[config.mk]
export PLATFORM = sky130hd
export DESIGN_NAME = bank_mirror_mapper
export DESIGN_NICKNAME = d
export VERILOG_FILES = /design/src/rtl/bank_mirror_pkg.sv /design/src/rtl/rom_mirror.sv /design/src/rtl/ram_windows.sv /design/src/rtl/bank_mirror_mapper.sv
export SDC_FILE = /design/constraint.sdc
export NUM_CORES = 1
export LEC_CHECK = 0
export BUFFER_PORTS_ARGS = -buffer_cell sky130_fd_sc_hd__buf_2
export CAP_MARGIN = 10
export CORE_AREA = 2 2 53 80
export DETAILED_ROUTE_END_ITERATION = 8
export DIE_AREA = 0 0 55 82
export PLACE_DENSITY = 0.92
export SLEW_MARGIN = 20
export SYNTH_ARGS = -nofsm -noshare
export SYNTH_HDL_FRONTEND = slang
export SYNTH_SLANG_ARGS = --single-unit
export TNS_END_PERCENT = 50
[constraint.sdc]
create_clock -name clk -period 34.1 [get_ports clk]
set_input_delay 3.41 -clock clk [delete_from_list [all_inputs] [get_ports clk]]
set_output_delay 3.41 -clock clk [all_outputs]
set_load 0.01 [all_outputs]
[src/rtl/bank_mirror_pkg.sv]
package bank_mirror_pkg;
    localparam int BANK_W     = 8;
    localparam int GROUPS     = 8;
    localparam int WRAM_BANKS = 4;

    localparam logic [BANK_W-1:0] BIG_CARD_LO   = 8'h68;
    localparam logic [BANK_W-1:0] BIG_CARD_HI   = 8'h7F;
    localparam logic [BANK_W-1:0] SMALL_CARD_LO = 8'h40;
    localparam logic [BANK_W-1:0] SMALL_CARD_HI = 8'h5F;
    localparam logic [BANK_W-1:0] WRAM_LO       = 8'hF8;

    typedef enum logic [1:0] {
        TGT_NONE = 2'd0,
        TGT_ROM  = 2'd1,
        TGT_WRAM = 2'd2,
        TGT_CARD = 2'd3
    } tgt_e;

    typedef struct packed {
        tgt_e              tgt;
        logic [BANK_W-1:0] idx;
        logic              wr;
    } map_t;

    // Start bank of a 16-bank group, chosen by ROM size
    function automatic logic [BANK_W-1:0] group_base(input logic [BANK_W-1:0] cnt,
                                                     input logic [2:0] g);
        logic [BANK_W-1:0] plain;
        plain = {1'b0, g, 4'b0000};
        case (cnt)
            8'd48:   group_base = g[2] ? 8'h20 : (g[0] ? 8'h10 : 8'h00);
            8'd64:   group_base = (g < 3'd2) ? plain : (g[0] ? 8'h30 : 8'h20);
            8'd96:   group_base = g[2] ? (g[0] ? 8'h50 : 8'h40) : plain;
            default: group_base = plain;
        endcase
    endfunction
endpackage

[src/rtl/rom_mirror.sv]
module rom_mirror
    import bank_mirror_pkg::*;
#(
    parameter int BW  = BANK_W,
    parameter int NGR = GROUPS
) (
    input  logic [BW-1:0] bank_i,
    input  logic [BW-1:0] rom_cnt_i,
    output logic          rom_ok_o,
    output logic [BW-1:0] rom_idx_o
);
    localparam int GSEL_W = $clog2(NGR);
    localparam int LOW_W  = BW - 1 - GSEL_W;

    logic [BW-1:0]     base [NGR];
    logic [GSEL_W-1:0] grp;
    logic [BW-1:0]     sum;

    for (genvar g = 0; g < NGR; g++) begin : g_base
        assign base[g] = group_base(rom_cnt_i, 3'(g));
    end

    assign grp = bank_i[BW-2:LOW_W];
    assign sum = base[grp] + BW'(bank_i[LOW_W-1:0]);

    always_comb begin
        rom_ok_o  = !bank_i[BW-1] && (rom_cnt_i != '0);
        rom_idx_o = '0;
        if (rom_cnt_i != '0) begin
            rom_idx_o = sum % rom_cnt_i;
        end
    end
endmodule

[src/rtl/ram_windows.sv]
module ram_windows
    import bank_mirror_pkg::*;
#(
    parameter int BW = BANK_W
) (
    input  logic [BW-1:0] bank_i,
    input  logic          wram_big_i,
    input  logic [1:0]    card_mode_i,
    output logic          wram_hit_o,
    output logic [BW-1:0] wram_idx_o,
    output logic          card_hit_o,
    output logic [BW-1:0] card_idx_o
);
    localparam int WR_W = $clog2(WRAM_BANKS);

    logic [BW-1:0] wram_off;
    assign wram_off = bank_i - WRAM_LO;

    always_comb begin
        wram_hit_o = (bank_i >= WRAM_LO) && (bank_i < WRAM_LO + BW'(WRAM_BANKS));
        wram_idx_o = wram_big_i ? BW'(wram_off[WR_W-1:0]) : '0;

        card_hit_o = 1'b0;
        card_idx_o = '0;
        case (card_mode_i)
            2'd1: if (bank_i >= BIG_CARD_LO && bank_i <= BIG_CARD_HI) begin
                card_hit_o = 1'b1;
                card_idx_o = bank_i - BIG_CARD_LO;
            end
            2'd2: if (bank_i >= SMALL_CARD_LO && bank_i <= SMALL_CARD_HI) begin
                card_hit_o = 1'b1;
                card_idx_o = BW'(bank_i[1:0]);
            end
            default: ;
        endcase
    end
endmodule

[src/rtl/bank_mirror_mapper.sv]
module bank_mirror_mapper
    import bank_mirror_pkg::*;
(
    input  logic              clk,
    input  logic              rst_n,
    input  logic [BANK_W-1:0] bank_i,
    input  logic [BANK_W-1:0] rom_cnt_i,
    input  logic              wram_big_i,
    input  logic [1:0]        card_mode_i,
    output logic [1:0]        tgt_o,
    output logic [BANK_W-1:0] idx_o,
    output logic              wr_o
);
    logic              rom_ok, wram_hit, card_hit;
    logic [BANK_W-1:0] rom_idx, wram_idx, card_idx;
    map_t              map_d, map_q;

    rom_mirror #(.BW(BANK_W), .NGR(GROUPS)) rom_i (
        .bank_i   (bank_i),
        .rom_cnt_i(rom_cnt_i),
        .rom_ok_o (rom_ok),
        .rom_idx_o(rom_idx)
    );

    ram_windows #(.BW(BANK_W)) win_i (
        .bank_i     (bank_i),
        .wram_big_i (wram_big_i),
        .card_mode_i(card_mode_i),
        .wram_hit_o (wram_hit),
        .wram_idx_o (wram_idx),
        .card_hit_o (card_hit),
        .card_idx_o (card_idx)
    );

    // Card RAM beats work RAM beats ROM; anything else stays unmapped
    always_comb begin
        map_d = '{tgt: TGT_NONE, idx: '0, wr: 1'b0};
        if (card_hit) begin
            map_d = '{tgt: TGT_CARD, idx: card_idx, wr: 1'b1};
        end else if (wram_hit) begin
            map_d = '{tgt: TGT_WRAM, idx: wram_idx, wr: 1'b1};
        end else if (rom_ok) begin
            map_d = '{tgt: TGT_ROM, idx: rom_idx, wr: 1'b0};
        end
    end

    always_ff @(posedge clk) begin
        if (!rst_n) begin
            map_q <= '{tgt: TGT_NONE, idx: '0, wr: 1'b0};
        end else begin
            map_q <= map_d;
        end
    end

    assign tgt_o = map_q.tgt;
    assign idx_o = map_q.idx;
    assign wr_o  = map_q.wr;

    a_r11_rom_read_only: assert property (@(posedge clk) disable iff (!rst_n)
        (tgt_o == TGT_ROM) |-> !wr_o);
    a_r7_unmapped_quiet: assert property (@(posedge clk) disable iff (!rst_n)
        (tgt_o == TGT_NONE) |-> (idx_o == '0 && !wr_o));
    a_r8_wram_writable: assert property (@(posedge clk) disable iff (!rst_n)
        (tgt_o == TGT_WRAM) |-> (wr_o && idx_o < BANK_W'(WRAM_BANKS)));
    a_r2_wram_next_cycle: assert property (@(posedge clk) disable iff (!rst_n)
        (bank_i >= WRAM_LO && bank_i <= WRAM_LO + 8'd3) |=> (tgt_o == TGT_WRAM));
    a_r12_empty_rom: assert property (@(posedge clk) disable iff (!rst_n)
        (rom_cnt_i == '0) |=> (tgt_o != TGT_ROM));
    a_r9_card_writable: assert property (@(posedge clk) disable iff (!rst_n)
        (tgt_o == TGT_CARD) |-> wr_o);
endmodule

==> key figures <==
Power
  • Flop pwr share: 0.174
  • Switching Fraction: 0.434
  • Max IR drop VDD: 0.0326 mV
  • Cell internal pwr: 0.0000423 W
  • Sw power: 0.0000325 W
  • Power share of the combinational group: 0.608
  • LEAKAGE: 1.23 nW
  • Clock group share of total power: 0.217
  • Pwr Density: between 20 and 30 mW/mm2
  • Pwr Total: 0.0000748 W

Timing
  • Slew @ Worst Pin: 0.711 ns
  • Setup-failing EPs final: 0
  • Worst setup margin: 19.16 ns
  • Fin crit period: 14.94 ns
  • Setup TNS: 0 ns
  • Final Slew Violations: 0
  • WHS: approximately 3.4 ns
  • Fmax: roughly 67 MHz
  • Worst slew margin: 0.522
  • Count of final hold-check violations: 0
  • Part of the cycle the worst path needs: 0.438
  • RSZ-0062 raised after global routing: false

CTS
  • TritonCTS clock tree: yes
  • H-tree Lvls: 1
  • Deepest clock path buffer count: 2
  • CTS buffer count: 3
  • Num Clock Sinks: 10
  • Clock slew at reported path FFs: 0.05 ns
  • Root Buffer: clkbuf_8
  • # resized after CTS: 0
  • Post-CTS Setup Inserts: 0
  • Cts-stage hold buffer count: 0

Cells and area
  • Syn-to-layout area delta: 10.0%
  • # diodes: 0
  • Layout cells sized above 1: 0.158
  • Footprint of the multi-input gates: 0.00207 mm2
  • Final net count: 406
  • Filler Cell Count: 288
  • Register area: 200 um2
  • Final Util: 0.682

Yosys
  • Cell area after synthesis: about 0.0024 mm2
  • Top FF cell, synth: dfxtp_1
  • Sequential element share of the synthesized area: 0.0838
  • Top cell type's share of synthesized area: 0.220
  • Syn Inst Count: 312
  • Post-synth net total: between 300 and 400
  • EDFF count, synth: 0
  • Ys Warns: 0
  • Yosys top cell by area: ha_1
  • Post-synthesis async set-or-reset flop share: 0
  • Ranking of synthesized cells by area: ha_1 (22%), dfxtp_1 (8.4%), o21a_1 (6.0%), inv_1 (3.8%), nor2_1 (3.6%)
  • Register bit total from synthesis: 10
  • Mean Syn Cell Area: 7.66 um2
  • Yosys cell types: 64

Setup path
  • Setup crit start kind: input port
  • CP peak stage delay: 0.58 ns
  • WP data arrival: 15.08 ns
  • Critical path's slowest cell: o22ai_1
  • Maximum fanout along the worst path: 8
  • Most used cell, CP: ha_1
  • Crit path required time: ~34 ns
  • Critical Path End Type: flip-flop
  • Crit Path Category: in2reg

Run status
  • Outcome: finished clean

Placed design
  • Port Buffers: 31
  • Pre-CTS setup slack: 19.19 ns
  • Gp weighted congestion: 0.901
  • Detailed Place HPWL: 5.46 mm

Floorplanning
  • IO Count: 32
  • Die W: 55 um
  • Core area: 0.00385 mm2
  • Cell Rows: 28
  • Starting Density: 0.620
  • Die Span Y: 82 um
  • Die area: 0.00451 mm2

Run
  • Max Cap Viol: 0

Drt
  • Drt wl/cell: 18.2 um
  • WL final: 7.04 mm
  • DRC errors left: 0
  • Initial DRC Count: 95
  • Routed vias: 2671
  • First-pass DRT Iterations: 5
  • Remaining antenna violation count: 0
  • Via density: between 6 and 7

GRT
  • First-pass GRT wire length: 11.6 mm
  • Vias in the first global route: 2654
  • All-layer global routing usage: 0.347
  • Met3 usage: 0.0382
  • Grt ovf: 0
  • Initial antenna violation count: 0
  • M1 GR Usage: 0.367
  • M2 GR Usage: 0.587
  • GR peak layer: met2
  • Largest net degree at the start of global routing: 12

Worst hold path
  • Worst min-delay path class: in2reg
==> state kept, by name, indices dropped and copies added (netlist names) <==
register	count
tgt_o	2
idx_o	8
==> Yosys cell counts, types with 3 or more instances <==
cell type,instances
a221o_1,4
nand4_1,3
o21a_1,19
a21o_1,6
o21ai_1,6
o31ai_1,3
clkbuf_1,4
nand2_1,14
xor2_1,3
o21ai_0,13
o22ai_1,3
nor2_1,23
nor4_1,3
nor4b_1,3
ha_1,42
nor2b_1,7
mux2i_1,3
dfxtp_1,10
o211ai_1,4
or2_2,3
a21oi_1,15
inv_1,24
a211oi_1,5
mux2_2,7
or3_1,4
xnor2_1,8
nand3_1,7
nor3_1,17
a31oi_1,5
==> per-layer routing <==
| layer | part of all wire | vias up |
|---|---|---|
| met5 | 0 | - |
| met4 | 0.077 | 0 |
| met3 | 0.054 | 48 |
| met2 | 0.50 | 137 |
| met1 | 0.37 | 1222 |
| li1 | - | 1264 |
==> final timing paths <==
| path | cells after the start | slack [ns] | start | endpoint |
|---|---|---|---|---|
| worst max-delay path | 46 | 19.16 | rom_cnt_i[2] | idx_o[2] |
| worst min-delay path | 2 | 3.44 | rst_n | tgt_o[0] |
==> layout by cell type, fill, tap and decap left out, types with 7 or more instances in the layout <==
cell type,n
nor3_1,17
nor2b_1,7
nand2_1,14
ha_1,42
o21ai_0,13
buf_2,31
a21oi_1,15
nor2_1,23
mux2_2,7
inv_1,24
dfxtp_1,10
o21a_1,19
xnor2_1,8
nand3_1,7
==> critical path, delay by kind of cell <==
family          cells  cell delay, ns
compound gates     26            6.68
fa+ha+maj           7            2.38
buf+inv             4            0.31
mux                 3            1.02
simple gates        6            1.24
==> final cells by class <==
cell class	instances	share of cell area
inverters	25	0.0357
multi-input cells	271	0.787
well taps	45	0.0214
flip-flops and latches	10	0.0762
clock buffers	4	0.0209
repair buffers	31	0.0590
==> per-stage QoR <==
step                      area (um2)  std cells
final                           2630        386
after global routing            2630        386
after CTS                       2630        386
after detailed placement        2570        382
after global placement          2570        382
after floorplan                 2390        312
==> power groups by stage <==
| stage | clock, W | combinational [W] | sequential [W] |
|---|---|---|---|
| floorplan | 0 | 0.0000326 | 0.0000138 |
| global placement | 0 | 0.0000419 | 0.0000132 |
| finish | 0.0000162 | 0.0000455 | 0.0000130 |
| global route | 0.0000162 | 0.0000502 | 0.0000131 |
| CTS | 0.0000161 | 0.0000443 | 0.0000130 |
| detailed placement | 0 | 0.0000434 | 0.0000132 |
==> kinds of logic (layout without fill, tap and decap cells) <==
logic type               after synthesis  count (layout)  synth area share
AO/OA/AOI/OAI                        107             107             0.324
XOR/XNOR                              11              11            0.0403
adder cells (fa/ha/maj)               43              43             0.228
buffers and inverters                 31              60            0.0508
flip-flops                            10              10            0.0838
multiplexers                          10              10            0.0456
other                                  1               1           0.00157
AND/OR/NAND/NOR                       99              99             0.226
Note: power is estimated with default switching activity, not from simulation.
